`config.mk`:
```
export PLATFORM = sky130hd
export DESIGN_NAME = burst_colgen
export DESIGN_NICKNAME = d
export VERILOG_FILES = /design/src/rtl/colgen_pkg.sv /design/src/rtl/colgen_decode.sv /design/src/rtl/colgen_step.sv /design/src/rtl/burst_colgen.sv
export SDC_FILE = /design/constraint.sdc
export NUM_CORES = 1
export LEC_CHECK = 0
export ABC_AREA = 1
export ABC_CLOCK_PERIOD_IN_PS = 2300
export BUFFER_PORTS_ARGS = -buffer_cell sky130_fd_sc_hd__buf_2
export CORE_UTILIZATION = 35
export DETAILED_ROUTE_END_ITERATION = 8
export PLACE_DENSITY = 0.66
export SYNTH_ARGS = -nofsm -noshare
export SYNTH_HDL_FRONTEND = slang
export SYNTH_SLANG_ARGS = --single-unit
```
`constraint.sdc`:
```
create_clock -name clk -period 2.3 [get_ports clk]
set_clock_uncertainty 0.2 [all_clocks]
set_input_delay 0.345 -clock clk [delete_from_list [all_inputs] [get_ports clk]]
set_output_delay 0.345 -clock clk [all_outputs]
set_load 0.1 [all_outputs]
```
`src/rtl/colgen_pkg.sv`:
```
package colgen_pkg;

    localparam int unsigned LEN_CODE_W = 3;

    typedef enum logic [LEN_CODE_W-1:0] {
        LEN_ONE   = 3'b000,
        LEN_TWO   = 3'b001,
        LEN_FOUR  = 3'b010,
        LEN_EIGHT = 3'b011,
        LEN_PAGE  = 3'b111
    } len_code_e;

endpackage

```
`src/rtl/colgen_decode.sv`:
```
module colgen_decode #(
    parameter int unsigned COL_W = 9
) (
    input  logic [colgen_pkg::LEN_CODE_W-1:0] code_i,
    input  logic                              ilv_i,
    output logic [COL_W-1:0]                  mask_o,
    output logic                              page_o,
    output logic                              ok_o
);
    import colgen_pkg::*;

    always_comb begin
        mask_o = '0;
        page_o = 1'b0;
        ok_o   = 1'b0;
        case (code_i)
            LEN_ONE:   ok_o = 1'b1;
            LEN_TWO:   begin mask_o = COL_W'(1); ok_o = 1'b1; end
            LEN_FOUR:  begin mask_o = COL_W'(3); ok_o = 1'b1; end
            LEN_EIGHT: begin mask_o = COL_W'(7); ok_o = 1'b1; end
            LEN_PAGE:  begin mask_o = '1; page_o = 1'b1; ok_o = !ilv_i; end
            default:   ok_o = 1'b0;
        endcase
    end

endmodule

```
`src/rtl/colgen_step.sv`:
```
module colgen_step #(
    parameter int unsigned COL_W = 9
) (
    input  logic [COL_W-1:0] base_i,
    input  logic [COL_W-1:0] beat_i,
    input  logic [COL_W-1:0] mask_i,
    input  logic             ilv_i,
    output logic [COL_W-1:0] col_o
);
    logic [COL_W-1:0] low;

    always_comb begin
        if (ilv_i) begin
            low = base_i ^ beat_i;
        end else begin
            low = base_i + beat_i;
        end
        col_o = (base_i & ~mask_i) | (low & mask_i);
    end

endmodule

```
`src/rtl/burst_colgen.sv`:
```
module burst_colgen #(
    parameter int unsigned COL_W = 9
) (
    input  logic                              clk,
    input  logic                              rst,
    input  logic                              start_i,
    input  logic [COL_W-1:0]                  start_col_i,
    input  logic [colgen_pkg::LEN_CODE_W-1:0] len_code_i,
    input  logic                              ilv_i,
    input  logic                              stop_i,
    output logic [COL_W-1:0]                  col_o,
    output logic                              valid_o,
    output logic                              last_o,
    output logic                              err_o
);

    typedef struct packed {
        logic             valid;
        logic             last;
        logic             err;
        logic             page;
        logic             ilv;
        logic [COL_W-1:0] base;
        logic [COL_W-1:0] mask;
        logic [COL_W-1:0] beat;
        logic [COL_W-1:0] col;
    } state_t;

    state_t st_d, st_q;

    logic [COL_W-1:0] dec_mask;
    logic             dec_page;
    logic             dec_ok;
    logic [COL_W-1:0] beat_nx;
    logic [COL_W-1:0] col_nx;

    colgen_decode #(.COL_W(COL_W)) u_dec (
        .code_i (len_code_i),
        .ilv_i  (ilv_i),
        .mask_o (dec_mask),
        .page_o (dec_page),
        .ok_o   (dec_ok)
    );

    assign beat_nx = st_q.beat + COL_W'(1);

    colgen_step #(.COL_W(COL_W)) u_step (
        .base_i (st_q.base),
        .beat_i (beat_nx),
        .mask_i (st_q.mask),
        .ilv_i  (st_q.ilv),
        .col_o  (col_nx)
    );

    always_comb begin
        st_d     = st_q;
        st_d.err = 1'b0;
        if (start_i) begin
            if (dec_ok) begin
                st_d.valid = 1'b1;
                st_d.page  = dec_page;
                st_d.ilv   = ilv_i;
                st_d.base  = start_col_i;
                st_d.mask  = dec_mask;
                st_d.beat  = '0;
                st_d.col   = start_col_i;
                st_d.last  = !dec_page && (dec_mask == '0);
            end else begin
                st_d.valid = 1'b0;
                st_d.last  = 1'b0;
                st_d.err   = 1'b1;
            end
        end else if (st_q.valid && (stop_i || st_q.last)) begin
            st_d.valid = 1'b0;
            st_d.last  = 1'b0;
        end else if (st_q.valid) begin
            st_d.beat = beat_nx;
            st_d.col  = col_nx;
            st_d.last = !st_q.page && (beat_nx == st_q.mask);
        end
    end

    always_ff @(posedge clk) begin
        if (rst) begin
            st_q <= '0;
        end else begin
            st_q <= st_d;
        end
    end

    assign col_o   = st_q.col;
    assign valid_o = st_q.valid;
    assign last_o  = st_q.last;
    assign err_o   = st_q.err;

endmodule

```
==> run summary <==
Number of design-rule violations left by the first detailed-router iteration -> 139
Hold Crit Class -> primary input to flip-flop
IO buf count -> 28
Initial Utilization -> 36.48%
Clock sink count -> 35
Number of nets in the synthesized netlist -> 340
Global router's overall resource usage -> 18.79%
Count of endpoints failing hold in the final timing report -> 0
Yosys Warn Count -> 0
Count of state elements after synthesis -> 35
Antenna Cells -> 0
Wire length of the first global-routing pass -> 9.156 mm
Die area -> 0.006488 mm^2
Worst Min Path Start -> start_col_i[3]
Number of flops mapped to enable cells by yosys -> 0
Post-layout net count -> 383
Standard cell core area -> 0.005921 mm^2
Number of buffers created by CTS -> 5
Buffer cell driving the clock tree root -> sky130_fd_sc_hd__clkbuf_8
Vias per std cell -> 4.907
Capturing element type of the critical path -> flip-flop
Crit Reg-Reg Startpoint -> st_q[9]$_SDFFE_PP0P_
Buffer depth of the longest clock path -> 2
Cell with the biggest individual delay on the critical path -> sky130_fd_sc_hd__dfxtp_4
Placed insts -> 419
Synth Instances -> 311
Area delta synth->final -> 26.13%
Global placement routability congestion -> 0.8742
Max frequency -> 0.4185 GHz
CP arrival -> 2370 ps
Area post-placement -> 0.002444 mm^2
Setup-violating endpoint count in the final report -> 3
Share of the yosys chip area belonging to registers -> 32.44%
Violated checks -> setup timing
Delay contributed by the slowest stage of the critical path -> 390 ps
Vias in the first global route -> 1932
Startpoint kind of the worst setup timing path -> flip-flop
Count of final max-slew check failures -> 0
Rel. slew slack -> 67.17%
Max H-tree Level -> 2
Cell type contributing the most total cell area after synthesis -> sky130_fd_sc_hd__dfxtp_1
Share of layout cells above drive strength 1 -> 29.58%
Worst-Skew Late Latency -> 300 ps
Most used DFF post-synth -> sky130_fd_sc_hd__dfxtp_1
Data required, critical path -> 2280 ps
Final clock period utilization by the worst path -> 103.9%
Setup WS post-layout -> -89.21 ps
Max-capacitance violation count -> 0
Via count -> 2110
Pin count of the biggest net entering global routing -> 26
Leakage Power -> 1.216 nW
Summed instance area of the synthesized netlist -> 0.002160 mm^2
Routed wire length -> 5.641 mm
Standard-cell rows -> 28
Length of the first detailed-routing pass in iterations -> 4
Final-layout fill cell count -> 579
Worst Setup SP -> st_q[9]$_SDFFE_PP0P_
Worst-case vdd ir drop -> 0.2973 mV
Routed Antenna Nets -> 0
Routed len/inst -> 13.12 um
TritonCTS clock tree -> done
Slew of the pin with the lowest slew margin -> 495.8 ps
Period minus WS final -> 2389 ps
Number of antenna violations at the first check in global routing -> 0
Half-perimeter wire length after placement -> 3.942 mm
Cell chain of the critical path -> nand3_4, nor2_4, nand4_1, xor2_1, inv_1, ha_4, nand2_4, inv_2, nand2_1, nand2_1, nand2_2, nand2_2, nand2_2, nand3_2, nand2_2, nand3_2, nand2_2, a21oi_2
Final sum of negative setup slack -> -116.2 ps
Height of the die -> 80.55 um
Drc violations -> 0
Final cell area excluding filler cells -> 0.002724 mm^2
Power density of the placed cells -> 515.9 mW/mm^2
Most frequent cells in the layout -> sky130_fd_sc_hd__nand2_1 (80), sky130_fd_sc_hd__a21oi_1 (34), sky130_fd_sc_hd__inv_1 (32), sky130_fd_sc_hd__dfxtp_1 (32), sky130_fd_sc_hd__buf_2 (28)
Outcome -> complete, but fails checks
Number of library cell types mapped by synthesis -> 35
Async set or reset register ratio after synthesis -> 0%
Overall die width -> 80.55 um
Clock-pin transition on the worst setup and hold timing paths -> 80 ps
Average instance area after synthesis -> 6.944 um^2
Synth top area share -> 32.44%
Boundary pin count -> 29
Most common cell after layout, fill and taps aside -> sky130_fd_sc_hd__nand2_1
Pre-CTS setup slack -> -69.22 ps
Setup repair after global routing missed its margin -> yes
Highest net fanout along the worst path -> 3
Final Instance Count excl. Fillers -> 430
Type of the worst setup path -> flip-flop to flip-flop
Residual overflow from global routing -> 0
Cells taking the most area after synthesis -> sky130_fd_sc_hd__dfxtp_1 (32%), sky130_fd_sc_hd__nand2_1 (15%), sky130_fd_sc_hd__a21oi_1 (8.3%)
Critical Path Most Common Cell -> sky130_fd_sc_hd__nand2_2
kinds of logic after synthesis:
group	share of synthesized area [%]
and+or+nand+nor	25.72
AOI/OAI and AO/OA	17.38
buffers and inverters	12.75
DFF	32.44
adders and majority gates	7.300
xor gates and xnor gates	4.404
final timing paths:
path	cells after the start	slack (ps)	endpoint
max	18	-90	col_o[8]$_SDFFE_PP0P_
min	3	100	st_q[30]$_SDFFE_PP0P_
max reg2reg	18	-90	col_o[8]$_SDFFE_PP0P_
min reg2reg	2	270	st_q[20]$_SDFFE_PP0P_
final cells by class:
type	instances	area (um^2)	area share, %
flip-flops and latches	35	709.4	26.05
well taps	75	93.84	3.445
multi-input cells	218	1355	49.75
inverters	41	156.4	5.742
repair buffers	53	327.8	12.03
clock buffers	7	76.32	2.802
clock inverters	1	5.005	0.1837
cells in the mapped netlist, types with 4 or more instances:
cell,count
sky130_fd_sc_hd__a21oi_1,36
sky130_fd_sc_hd__dfxtp_1,35
sky130_fd_sc_hd__xor2_1,6
sky130_fd_sc_hd__nor2_1,10
sky130_fd_sc_hd__inv_1,35
sky130_fd_sc_hd__o21ai_0,18
sky130_fd_sc_hd__buf_4,10
sky130_fd_sc_hd__ha_1,11
sky130_fd_sc_hd__nand2_1,86
sky130_fd_sc_hd__nand3_1,17
sky130_fd_sc_hd__nand2_2,4
sky130_fd_sc_hd__o211ai_1,5
critical path, delay by kind of cell (launching register included):
family,cells,cell delay (ps)
flops,1,390
fa+ha+maj,1,270
buf+inv,2,150
xor+xnor,1,260
compound gates,1,40
simple gates,13,950
through the flow:
stage / hold WS (ps) / util, % / power [W]
4_1_cts: 95.47 / 43.58 / 0.001414
6_report: 99.69 / 46.01 / 0.001405
5_1_grt: 109.5 / 46.01 / 0.001468
3_3_place_gp: 255.2 / 41.27 / 0.0009541
2_1_floorplan: 241.5 / - / 0.0008971
3_5_place_dp: 261.9 / 41.27 / 0.0009566
routing by layer:
layer | GRT usage, % | wire, um | vias to the layer above
li1 | - | - | 1088
met1 | 23.98 | 2595 | 964
met2 | 30.93 | 2641 | 46
met3 | 4.432 | 302 | 12
met4 | 5.893 | 101 | 0
met5 | 0 | 0 | -
report_power, final:
group | switching [W] | total [W] | internal (W)
clock network | 0.000239 | 0.000452 | 0.000213
registers | 0.0000228 | 0.000655 | 0.000632
logic | 0.000215 | 0.000298 | 0.0000833
total | 0.000477 | 0.00141 | 0.000929
sequential cells by signal, indices dropped and copies added (netlist names):
name	flops
valid_o	1
err_o	1
col_o	9
last_o	1
st_q	23
repair_timing:
action / in CTS / in global routing
cloned: 0 / 0
resized for setup: 8 / 28
hold endpoints to repair: 0 / 0
setup buffers: 1 / 2
endpoints found under the setup margin: 3 / 6
pin swaps: 1 / 16
hold buffers: 0 / 0
(Power assumes the default switching activity.)
